`config.mk`:
```
export PLATFORM = sky130hd
export DESIGN_NAME = emx_match_array
export DESIGN_NICKNAME = d
export VERILOG_FILES = /design/src/rtl/emx_pkg.sv /design/src/rtl/emx_counter.sv /design/src/rtl/emx_channel.sv /design/src/rtl/emx_irq.sv /design/src/rtl/emx_match_array.sv
export SDC_FILE = /design/constraint.sdc
export NUM_CORES = 2
export LEC_CHECK = 0
export BUFFER_PORTS_ARGS = -buffer_cell sky130_fd_sc_hd__buf_2
export CAP_MARGIN = 30
export CORE_ASPECT_RATIO = 0.5
export CORE_UTILIZATION = 45
export DETAILED_ROUTE_END_ITERATION = 8
export REMOVE_ABC_BUFFERS = 1
export SLEW_MARGIN = 20
export SYNTH_ARGS = -nofsm -noshare
export SYNTH_HDL_FRONTEND = slang
export SYNTH_SLANG_ARGS = --single-unit
```
`constraint.sdc`:
```
create_clock -name clk -period 6.32 [get_ports clk]
set_input_delay 1.264 -clock clk [delete_from_list [all_inputs] [get_ports clk]]
set_output_delay 1.264 -clock clk [all_outputs]
set_load 0.005 [all_outputs]
```
`src/rtl/emx_pkg.sv`:
```
package emx_pkg;
  localparam int NCH   = 8;
  localparam int CTRLW = 10;

  localparam int CB_OWN      = 7;
  localparam int CB_PERIODIC = 6;
  localparam int CB_ZERO     = 3;
  localparam int CB_STOP     = 8;
  localparam int CB_SNAP     = 9;

  typedef enum logic [1:0] {
    K_CNT   = 2'd0,
    K_MATCH = 2'd1,
    K_CTRL  = 2'd2,
    K_MISC  = 2'd3
  } emx_kind_e;

  function automatic int leader_of(int idx);
    return (idx < 4) ? 0 : (idx / 2) * 2;
  endfunction
endpackage

```
`src/rtl/emx_counter.sv`:
```
module emx_counter #(
  parameter int DW = 32
) (
  input  logic          clk,
  input  logic          rst_n,
  input  logic          adv,
  input  logic          load,
  input  logic [DW-1:0] load_val,
  input  logic          clr,
  output logic [DW-1:0] cnt
);
  always_ff @(posedge clk) begin
    if (!rst_n)     cnt <= '0;
    else if (load)  cnt <= load_val;
    else if (clr)   cnt <= '0;
    else if (adv)   cnt <= cnt + DW'(1);
  end

  AST_CNT_IDLE_HOLD: assert property (@(posedge clk) disable iff (!rst_n)
    (!load && !adv && !clr) |=> $stable(cnt));
  AST_CNT_LOAD: assert property (@(posedge clk) disable iff (!rst_n)
    load |=> (cnt == $past(load_val)));
endmodule

```
`src/rtl/emx_channel.sv`:
```
module emx_channel
  import emx_pkg::*;
#(
  parameter int DW   = 32,
  parameter int IDX  = 0,
  parameter int SRCW = 3
) (
  input  logic             clk,
  input  logic             rst_n,
  input  logic             ctrl_wr,
  input  logic             match_wr,
  input  logic [DW-1:0]    wdata,
  input  logic             sel_adv,
  input  logic             sel_load,
  input  logic [DW-1:0]    sel_cnt,
  output logic [CTRLW-1:0] ctrl,
  output logic [SRCW-1:0]  src,
  output logic [DW-1:0]    match_val,
  output logic             hit,
  output logic             clr_req
);
  localparam int  KEEPW  = (IDX >= 4) ? 10 : 8;
  localparam bit  LEADER = (leader_of(IDX) == IDX);
  localparam logic [CTRLW-1:0] CMASK = CTRLW'((1 << KEEPW) - 1);

  logic armed;
  logic take_src;

  assign take_src = wdata[CB_OWN] || LEADER;
  assign hit      = armed && sel_adv && !sel_load && ((sel_cnt + DW'(1)) == match_val);
  assign clr_req  = hit && ctrl[CB_ZERO];

  always_ff @(posedge clk) begin
    if (!rst_n) begin
      ctrl      <= '0;
      src       <= '0;
      match_val <= '0;
      armed     <= 1'b0;
    end else begin
      if (ctrl_wr) begin
        ctrl <= wdata[CTRLW-1:0] & CMASK;
        if (take_src) begin
          if (KEEPW == 10 && wdata[CB_STOP]) src <= '0;
          else                               src <= wdata[SRCW-1:0];
        end
      end
      if (match_wr) match_val <= wdata;
      if (ctrl_wr || match_wr)              armed <= 1'b1;
      else if (hit && !ctrl[CB_PERIODIC])   armed <= 1'b0;
    end
  end

  AST_ONESHOT_DISARM: assert property (@(posedge clk) disable iff (!rst_n)
    (hit && !ctrl[CB_PERIODIC] && !ctrl_wr && !match_wr) |=> !armed);
  AST_PERIODIC_REARM: assert property (@(posedge clk) disable iff (!rst_n)
    (hit && ctrl[CB_PERIODIC]) |=> armed);
endmodule

```
`src/rtl/emx_irq.sv`:
```
module emx_irq #(
  parameter int NCH = 8
) (
  input  logic           clk,
  input  logic           rst_n,
  input  logic [NCH-1:0] hit,
  input  logic           st_wr,
  input  logic           en_wr,
  input  logic [NCH-1:0] wbits,
  output logic [NCH-1:0] status,
  output logic [NCH-1:0] enable,
  output logic           irq
);
  logic [NCH-1:0] clr_bits;
  assign clr_bits = st_wr ? wbits : '0;
  assign irq      = |status;

  always_ff @(posedge clk) begin
    if (!rst_n) begin
      status <= '0;
      enable <= '0;
    end else begin
      status <= (status & ~clr_bits) | (hit & enable);
      if (en_wr) enable <= wbits;
    end
  end

  AST_IRQ_RISE: assert property (@(posedge clk) disable iff (!rst_n)
    (|(hit & enable)) |=> irq);
  AST_IRQ_HOLD: assert property (@(posedge clk) disable iff (!rst_n)
    (irq && !st_wr) |=> irq);
endmodule

```
`src/rtl/emx_match_array.sv`:
```
module emx_match_array
  import emx_pkg::*;
#(
  parameter int DW   = 32,
  parameter int NSRC = 8
) (
  input  logic            clk,
  input  logic            rst_n,
  input  logic            bus_wr,
  input  logic            bus_rd,
  input  logic [4:0]      bus_addr,
  input  logic [DW-1:0]   bus_wdata,
  output logic [DW-1:0]   bus_rdata,
  input  logic [NSRC-1:0] tick_en,
  output logic            irq_out
);
  localparam int SRCW = $clog2(NSRC);
  localparam int CHW  = $clog2(NCH);

  emx_kind_e      kind;
  logic [CHW-1:0] chn;
  assign kind = emx_kind_e'(bus_addr[4:3]);
  assign chn  = bus_addr[CHW-1:0];

  logic [DW-1:0]    cnt     [NCH];
  logic [DW-1:0]    mval    [NCH];
  logic [CTRLW-1:0] ctrl    [NCH];
  logic [SRCW-1:0]  src     [NCH];
  logic [CHW-1:0]   sel_idx [NCH];
  logic [NCH-1:0]   adv, load, clr, hit, clr_req;
  logic [NCH-1:0]   status, enable;
  logic [DW-1:0]    snap;

  always_comb begin
    for (int c = 0; c < NCH; c++) begin
      sel_idx[c] = ctrl[c][CB_OWN] ? CHW'(c) : CHW'(leader_of(c));
    end
    for (int k = 0; k < NCH; k++) begin
      clr[k] = 1'b0;
      for (int c = 0; c < NCH; c++) begin
        if (sel_idx[c] == CHW'(k) && clr_req[c]) clr[k] = 1'b1;
      end
    end
  end

  for (genvar k = 0; k < NCH; k++) begin : g_ch
    assign adv[k]  = (src[k] != '0) && tick_en[src[k]];
    assign load[k] = bus_wr && (kind == K_CNT) && (chn == CHW'(k));

    emx_counter #(.DW(DW)) u_cnt (
      .clk(clk), .rst_n(rst_n), .adv(adv[k]), .load(load[k]),
      .load_val(bus_wdata), .clr(clr[k]), .cnt(cnt[k])
    );

    emx_channel #(.DW(DW), .IDX(k), .SRCW(SRCW)) u_chan (
      .clk(clk), .rst_n(rst_n),
      .ctrl_wr(bus_wr && (kind == K_CTRL) && (chn == CHW'(k))),
      .match_wr(bus_wr && (kind == K_MATCH) && (chn == CHW'(k))),
      .wdata(bus_wdata),
      .sel_adv(adv[sel_idx[k]]), .sel_load(load[sel_idx[k]]),
      .sel_cnt(cnt[sel_idx[k]]),
      .ctrl(ctrl[k]), .src(src[k]), .match_val(mval[k]),
      .hit(hit[k]), .clr_req(clr_req[k])
    );
  end

  emx_irq #(.NCH(NCH)) u_irq (
    .clk(clk), .rst_n(rst_n), .hit(hit),
    .st_wr(bus_wr && (kind == K_MISC) && (chn == CHW'(0))),
    .en_wr(bus_wr && (kind == K_MISC) && (chn == CHW'(1))),
    .wbits(bus_wdata[NCH-1:0]),
    .status(status), .enable(enable), .irq(irq_out)
  );

  always_ff @(posedge clk) begin
    if (!rst_n) snap <= '0;
    else if (bus_rd && (kind == K_CNT) && (chn == CHW'(5) || chn == CHW'(7))
             && ctrl[chn][CB_SNAP])
      snap <= cnt[chn - CHW'(1)];
  end

  always_comb begin
    bus_rdata = '0;
    unique case (kind)
      K_CNT:   bus_rdata = cnt[chn];
      K_MATCH: bus_rdata = mval[chn];
      K_CTRL:  bus_rdata = DW'(ctrl[chn]);
      K_MISC: begin
        if (chn == CHW'(0))      bus_rdata = DW'(status);
        else if (chn == CHW'(1)) bus_rdata = DW'(enable);
        else if (chn == CHW'(2)) bus_rdata = snap;
      end
      default: bus_rdata = '0;
    endcase
  end

  AST_SNAP_STABLE: assert property (@(posedge clk) disable iff (!rst_n)
    !bus_rd |=> $stable(snap));
endmodule

```
# Yosys cells after proc, flatten, opt, wreduce, memory -nomap -nowiden
# Index checks and enable logic that the tools add are counted.
dict set report totals {
  regBits 664
  input_bits 49
  output_inout_bits 33
  elab_cells 481
}
dict set report op_classes {
  addsub 14
  n_lt_le_gt_ge 20
  n_eq_ne 53
  mux 157
  bitwise_logic 11
  reduce_logical 183
}
# cell n
set ops {}
lappend ops {{32-bit 2-to-1 mux} 43}
lappend ops {{32-bit binary-select mux with 3-bit select} 8}
lappend ops {{32-bit by 1-bit adder with 32-bit output (second input constant)} 13}
lappend ops {{32-bit equality test} 8}
lappend ops {{32-bit one-hot mux with 4 select lines} 1}
lappend ops {{1-bit logical AND} 121}
lappend ops {{1-bit 2-to-1 mux} 80}
lappend ops {{1-bit binary-select mux with 3-bit select} 18}
lappend ops {{3-bit nonzero test} 16}
lappend ops {{3-bit by 4-bit < comparator with 1-bit output (second input constant)} 10}
lappend ops {{3-bit equality test (second input constant)} 12}
lappend ops {{10-bit binary-select mux with 3-bit select} 1}
lappend ops {{4-bit >= comparator (second input constant)} 7}
lappend ops {{2-bit by 3-bit equality test with 1-bit output (second input constant)} 8}
lappend ops {{10-bit 2-to-1 mux} 2}
lappend ops {{3-bit by 2-bit equality test with 1-bit output (second input constant)} 6}
lappend ops {{3-bit zero test} 6}
lappend ops {{8-bit bitwise AND} 2}
lappend ops {{1-bit zero test} 16}
lappend ops {{3-bit NOT with 4-bit output} 4}
lappend ops {{2-bit nonzero test} 8}
lappend ops {{1-bit by 3-bit equality test with 1-bit output (second input constant)} 4}
lappend ops {{2-bit equality test (second input constant)} 6}
lappend ops {{2-bit AND reduction} 5}
lappend ops {{other kinds (17)} 33}

# Depth between registers and ports, before layout
dict set report logic_depth {
  depth_word 18
  mapped_depth 20
  mapped_depth_nobuf 13
}

# By module
# From an unflattened synthesis, not the netlist that was laid out.
dict set report unflattened {
  cells_unflattened 6061
  hier_area_um2 52417.8
}
# mod instances cells_each area_each_um2 seq_area_each_um2
set by_module_without_submodules {}
lappend by_module_without_submodules {emx_counter 8 256 1961.9 640.6}
lappend by_module_without_submodules {emx_match_array 1 1047 11066.9 640.6}
lappend by_module_without_submodules {{emx_channel at g_ch[1].u_chan ...} 3 380 3171.8 880.8}
lappend by_module_without_submodules {{emx_channel at g_ch[4].u_chan ...} 2 361 3095.5 920.9}
lappend by_module_without_submodules {{emx_channel at g_ch[5].u_chan ...} 2 337 3040.4 920.9}
lappend by_module_without_submodules {{emx_channel at g_ch[0].u_chan} 1 367 3223.1 820.8}
lappend by_module_without_submodules {emx_irq 1 63 645.6 320.3}

# Worst setup path after synthesis
# OpenSTA, ideal clock, no wires.
dict set report synth_timing {
  path_type {input-to-reg}
  startpoint {input port bus_addr[0]}
  endpoint {register g_ch[0].u_cnt.cnt[30]}
  setup_ns 0.117
  arrival_time_ns 5.570
  required_time_ns 6.203
  path_slack_ns 0.632
  path_stages 19
  path_buffers 7
  cell_sequence {clkbuf_1 buf_1 clkbuf_1 clkbuf_1 inv_1 ha_1 nand2b_1 clkbuf_1 or3_1 clkbuf_1 nand2_1 o22ai_1 and3b_1 nand4_1 or3_1 o41ai_1 nor2_1 clkbuf_1 a32o_1}
}
dict set report synth_between {
  elab_chain_cells 16
  word_cells_on_any_way 64
  classes_between {eq/ne (7); mux (18); reduce/logical (39)}
}
# item line_no
set synth_lines {}
lappend synth_lines {{start: declaration} emx_match_array.sv:11} ;# input logic [4:0] bus_addr,
lappend synth_lines {{3-bit by 1-bit equality test with 1-bit output (tied with other cells)} emx_match_array.sv:48} ;# assign load[k] = bus_wr && (kind == K_CNT) && (chn == CHW'(k));
lappend synth_lines {{1-bit logical AND} emx_match_array.sv:48}
lappend synth_lines {{1-bit binary-select mux with 3-bit select} emx_match_array.sv:60} ;# .sel_adv(adv[sel_idx[k]]), .sel_load(load[sel_idx[k]]),
lappend synth_lines {{1-bit 2-to-1 mux (not written as such)} emx_match_array.sv:60}
lappend synth_lines {{1-bit zero test} emx_channel.sv:30} ;# assign hit = armed && sel_adv && !sel_load && ((sel_cnt + DW'(1)) == match_val);
lappend synth_lines {{1-bit logical AND (2 in a row)} emx_channel.sv:30}
lappend synth_lines {{1-bit logical AND} emx_channel.sv:31} ;# assign clr_req = hit && ctrl[CB_ZERO];
lappend synth_lines {{1-bit logical AND} emx_match_array.sv:41} ;# if (sel_idx[c] == CHW'(k) && clr_req[c]) clr[k] = 1'b1;
lappend synth_lines {{1-bit 2-to-1 mux (5 in a row)} emx_match_array.sv:41}
lappend synth_lines {{32-bit 2-to-1 mux} emx_counter.sv:15} ;# else if (clr) cnt <= '0;
lappend synth_lines {{32-bit 2-to-1 mux} emx_counter.sv:14} ;# else if (load) cnt <= load_val;
lappend synth_lines {{end signal: assignment} emx_counter.sv:14}
lappend synth_lines {{end signal: assignment} emx_counter.sv:16} ;# else if (adv) cnt <= cnt + DW'(1);
lappend synth_lines {{end: declaration} emx_counter.sv:10} ;# output logic [DW-1:0] cnt
# Several ways; a longest one is shown, not always the timed one. The select of a mux whose other input is x is not followed.
# A chain may end at the register's enable or synchronous reset.

# Worst setup path in the final report
dict set report layout_timing {
  startpoint {register g_ch[0].u_cnt.cnt[5]}
  endpoint {register g_ch[0].u_cnt.cnt[29]}
}
dict set report layout_between {
  elab_chain_cells 15
  word_cells_on_any_way 54
  classes_between {add/sub (6); eq/ne (6); mux (24); reduce/logical (18)}
}
# item line_no
set layout_lines {}
lappend layout_lines {{32-bit binary-select mux with 3-bit select} emx_match_array.sv:61} ;# .sel_cnt(cnt[sel_idx[k]]),
lappend layout_lines {{32-bit 2-to-1 mux (not written as such) (2 in a row)} emx_match_array.sv:61}
lappend layout_lines {{32-bit by 1-bit adder with 32-bit output} emx_channel.sv:30}
lappend layout_lines {{32-bit equality test} emx_channel.sv:30}
lappend layout_lines {{1-bit logical AND} emx_channel.sv:30}
lappend layout_lines {{1-bit logical AND} emx_channel.sv:31}
lappend layout_lines {{1-bit logical AND} emx_match_array.sv:41}
lappend layout_lines {{1-bit 2-to-1 mux (5 in a row)} emx_match_array.sv:41}
lappend layout_lines {{32-bit 2-to-1 mux} emx_counter.sv:15}
lappend layout_lines {{32-bit 2-to-1 mux} emx_counter.sv:14}
# Several ways; a longest one is shown, not always the timed one. The select of a mux whose other input is x is not followed.

==> results.cfg <==
[outcome]
run_status = complete, no violations

[cells_and_area]
fin_cells = 7507
final_core_utilization = 0.496
area_growth_syn_to_layout_pct = 7.96
nets = 6103
final_layout_size_suffix_gt1_frac = 0.118

[clocking]
post_cts_hold_buffer_count = 0
max-clock-path-buffers = 3
post-cts-setup-buffers = 0
clkSlewWorstSetupHoldPaths_ps = 70
cts_htree_levels = 3
clock_sink_count = 661
worstSkewPairLatency_ps = 690
tritoncts = yes
number_of_buffers_inserted_during_clock_tree_synthesis = 71
post_cts_resize_count = 0
cts_root_buf = sky130_fd_sc_hd__clkbuf_16

[floorplan]
std_cell_rows = 84
coreArea_sq_um = 106000
fp.dieH_um = 235
fp.dieW_um = 467
die-area_sq_um = 110000
initial_cell_density_of_the_core = 0.459
num_io_pins = 82

[worst_setup_path]
reg2regPathDepth = 11
rr_startpoint = g_ch[0].u_cnt.cnt[5]
endpoint_kind = flop
setup.worst_path.class = flop to flop
worst-path-max-fanout = 28
cp_data_arrival_time_ps = 6410
critical_path.reg2reg.endpoint = g_ch[0].u_cnt.cnt[29]
worst_setup_path_start_kind = flop
critPathSlowestCell = sky130_fd_sc_hd__o31ai_1
required_ps = 6890
critical_path.max_stage_delay_ps = 1060
critPathTopFamily = simple AND/OR/NAND/NOR gates
cp_common_cell = sky130_fd_sc_hd__or4_1
reg2reg_slack_ps = 480
path_cells = nand4_1 > or4_1 > or4_1 > xnor2_1 > o211ai_1 > nand4b_1 > o31ai_1 > a21o_1 > nor2_2 > buf_12 > o221a_2
critical_path.n_buffers_inverters = 1

[placement]
placedCellCount = 7373
io_buffers = 80
gp_routability_congestion = 1.07
place_hpwl_um = 173000

[route]
number_of_nets_with_antenna_violations_after_routing = 0
via_count = 50900
iteration_0_drc_markers = 8235
drt-pass1-iter-count = 9
post-route-drc-count = 0
totalWireLength_um = 233000
post_drt_wl_per_cell_um = 31.0
post_drt_via_cell_ratio = 6.79

[power_and_ir_drop]
share_clk_of_total_power = 0.469
internal_power_w = 0.00693
seq_power_share = 0.439
p_sw_frac = 0.287
share_comb_of_total_power = 0.092
power_density_nw_per_um2 = 185
netSwitchingPower_w = 0.00279
power.leakage_nw = 16.7
vdd_drop_max_mv = 0.192

[timing]
rsz0062_at_grt = no
final-max-slew-violation-count = 0
layout_worst_path_cycle_share = 0.924
period_minus_slack_ps = 5840
worst-slew-pin-transition_ps = 1310
hold_viol = 0
timing.clock.skew_ps = 29.0
setup_viol_count_final = 0
slew-limit-headroom = 0.117
finalSetupTns_ps = 0
fmax_mhz = 171

[synth]
synth_most_common_cell = sky130_fd_sc_hd__nand2_1
post_synth_and_or_nand_nor_area_fraction = 0.238
synth.top_cells.by_count = 1173 x sky130_fd_sc_hd__nand2_1, 661 x sky130_fd_sc_hd__dfxtp_1, 653 x sky130_fd_sc_hd__a21oi_1
number_of_enable_flip_flop_cells_after_synthesis = 0
part_of_the_yosys_area_used_for_sequential_elements = 0.272
synth_top_family_by_area = simple AND/OR/NAND/NOR gates
synthTopCellsByArea = sky130_fd_sc_hd__dfxtp_1 27%, sky130_fd_sc_hd__mux4_2 10%, sky130_fd_sc_hd__nand2_1 9.0%, sky130_fd_sc_hd__a21oi_1 6.7%, sky130_fd_sc_hd__mux2i_1 5.7%
post_synthesis_compound_gate_area_fraction = 0.188
synthCells = 6337
synthMuxAreaShare = 0.166
async_reset_ff_frac = 0
dominantRegCellSynth = sky130_fd_sc_hd__dfxtp_1
ys_types = 89
synth_largest_type_area_fraction = 0.272
synth_area_leader_cell = sky130_fd_sc_hd__dfxtp_1
synth_adder_area_share = 0.00462
ys_ff_latch = 661
synth_xor_xnor_area_share = 0.0767
avgSynthCellArea_sq_um = 7.69
synth_area_sq_um = 48700
synth_warnings = 0

[worst_hold_path]
holdPathStages = 2
worstHoldStart = g_ch[7].u_chan.ctrl[0]
whs_endpoint = g_ch[7].u_chan.ctrl[0]
worst_hold_path_type = flop to flop

[global_routing]
grt_first_pass_wirelength_um = 329000
gr-usage-all-layers = 0.410
maximum_number_of_pins_on_one_net_before_global_route_repair = 177
grt_antenna_before_repair = 5
via_count_of_the_first_global_routing_pass = 44700
globalRouteOverflowTotal = 0

[run]
max-cap-violations = 0
[layout by cell type, fill, tap and decap left out, types with 19 or more instances in the layout]
cell type and count:
sky130_fd_sc_hd__nand2_1 1173, sky130_fd_sc_hd__dfxtp_1 656, sky130_fd_sc_hd__a21oi_1 653, sky130_fd_sc_hd__nor2_1 368, sky130_fd_sc_hd__nand3_1 306, sky130_fd_sc_hd__xnor2_1 303
sky130_fd_sc_hd__o21ai_0 288, sky130_fd_sc_hd__mux2i_1 277, sky130_fd_sc_hd__mux4_2 218, sky130_fd_sc_hd__buf_4 174, sky130_fd_sc_hd__xor2_1 123, sky130_fd_sc_hd__nand4_1 122
sky130_fd_sc_hd__nor3_1 89, sky130_fd_sc_hd__a22oi_1 83, sky130_fd_sc_hd__buf_2 77, sky130_fd_sc_hd__clkbuf_16 73, sky130_fd_sc_hd__a211oi_1 71, sky130_fd_sc_hd__and3_1 62
sky130_fd_sc_hd__a31oi_1 57, sky130_fd_sc_hd__or3_1 55, sky130_fd_sc_hd__nand3b_1 53, sky130_fd_sc_hd__inv_1 45, sky130_fd_sc_hd__o22ai_1 41, sky130_fd_sc_hd__mux2_2 38
sky130_fd_sc_hd__and2_1 36, sky130_fd_sc_hd__nor4_1 34, sky130_fd_sc_hd__a32o_1 30, sky130_fd_sc_hd__o31ai_1 29, sky130_fd_sc_hd__nand2b_1 28, sky130_fd_sc_hd__nor2b_1 27
sky130_fd_sc_hd__and4_1 26, sky130_fd_sc_hd__or4_1 23, sky130_fd_sc_hd__nand4b_1 19, sky130_fd_sc_hd__o211ai_1 19
[worst max path at each step]
stage,start,to,cells after the start,slack [ps]
2_1_floorplan,rst_n,g_ch[4].u_cnt.cnt[31],4,-5570
3_3_place_gp,bus_addr[0],g_ch[0].u_cnt.cnt[29],13,870
3_5_place_dp,bus_addr[0],g_ch[0].u_cnt.cnt[29],13,810
4_1_cts,bus_addr[0],bus_rdata[1],12,1000
5_1_grt,g_ch[0].u_cnt.cnt[5],g_ch[0].u_cnt.cnt[29],11,530
6_report,g_ch[0].u_cnt.cnt[5],g_ch[0].u_cnt.cnt[29],11,480
[power groups by stage]
stage / Combinational [W] / Clock (W) / Sequential [W]
floorplan: 0.000403 / 0 / 0.00434
global placement: 0.000840 / 0 / 0.00436
detailed placement: 0.000853 / 0 / 0.00436
CTS: 0.000857 / 0.00457 / 0.00427
global route: 0.000922 / 0.00473 / 0.00427
finish: 0.000895 / 0.00455 / 0.00427
[cells by family after synthesis]
family,Yosys count
AO/OA/AOI/OAI,1501
XOR/XNOR,427
adder cells (fa/ha/maj),18
buffers and inverters,695
flip-flops,661
multiplexers,533
AND/OR/NAND/NOR,2502
[cell type report]
class                      instances  area (sq um)
antenna                            1          2.50
clock buffer                     100          2070
clock inverter                    24           307
fill                           10300         53500
inverter                          47           184
multi-input combinational       4981         33000
sequential                       661         13200
tap                             1419          1780
timing repair buffer             274          2050
[per-layer routing]
layer	wire, um	track usage	part of all wire	vias to the layer above
met5	46	0	0.00020	-
met4	4600	0.0791	0.020	6
met3	39300	0.189	0.17	278
met2	85400	0.505	0.37	3379
met1	103000	0.628	0.44	25000
li1	-	-	-	22200
[worst min-delay path, stage by stage, from the launching register on]
cell and delay, ps:
sky130_fd_sc_hd__dfxtp_1 310, sky130_fd_sc_hd__nand2_1 50, sky130_fd_sc_hd__a21oi_1 50
[through the flow]
step           hold WS [ps]  total power [W]  worst slack (ps)  cell area [sq um]
6_report                454          0.00972               478              52600
5_1_grt                 468          0.00992               530              52600
4_1_cts                 452          0.00970              1000              52500
3_5_place_dp            444          0.00522               815              50200
3_3_place_gp            438          0.00520               867              50100
2_1_floorplan           433          0.00474             -5570              46200
[registers in the layout, indices dropped and copies added, names as in the netlist]
| name | count |
|---|---|
| g_ch.u_chan.match_val | 256 |
| snap | 32 |
| u_irq.status | 8 |
| g_ch.u_cnt.cnt | 256 |
| g_ch.u_chan.ctrl | 70 |
| g_ch.u_chan.armed | 8 |
| g_ch.u_chan.src | 23 |
| u_irq.enable | 8 |
Power figures use the tool's default switching activity.
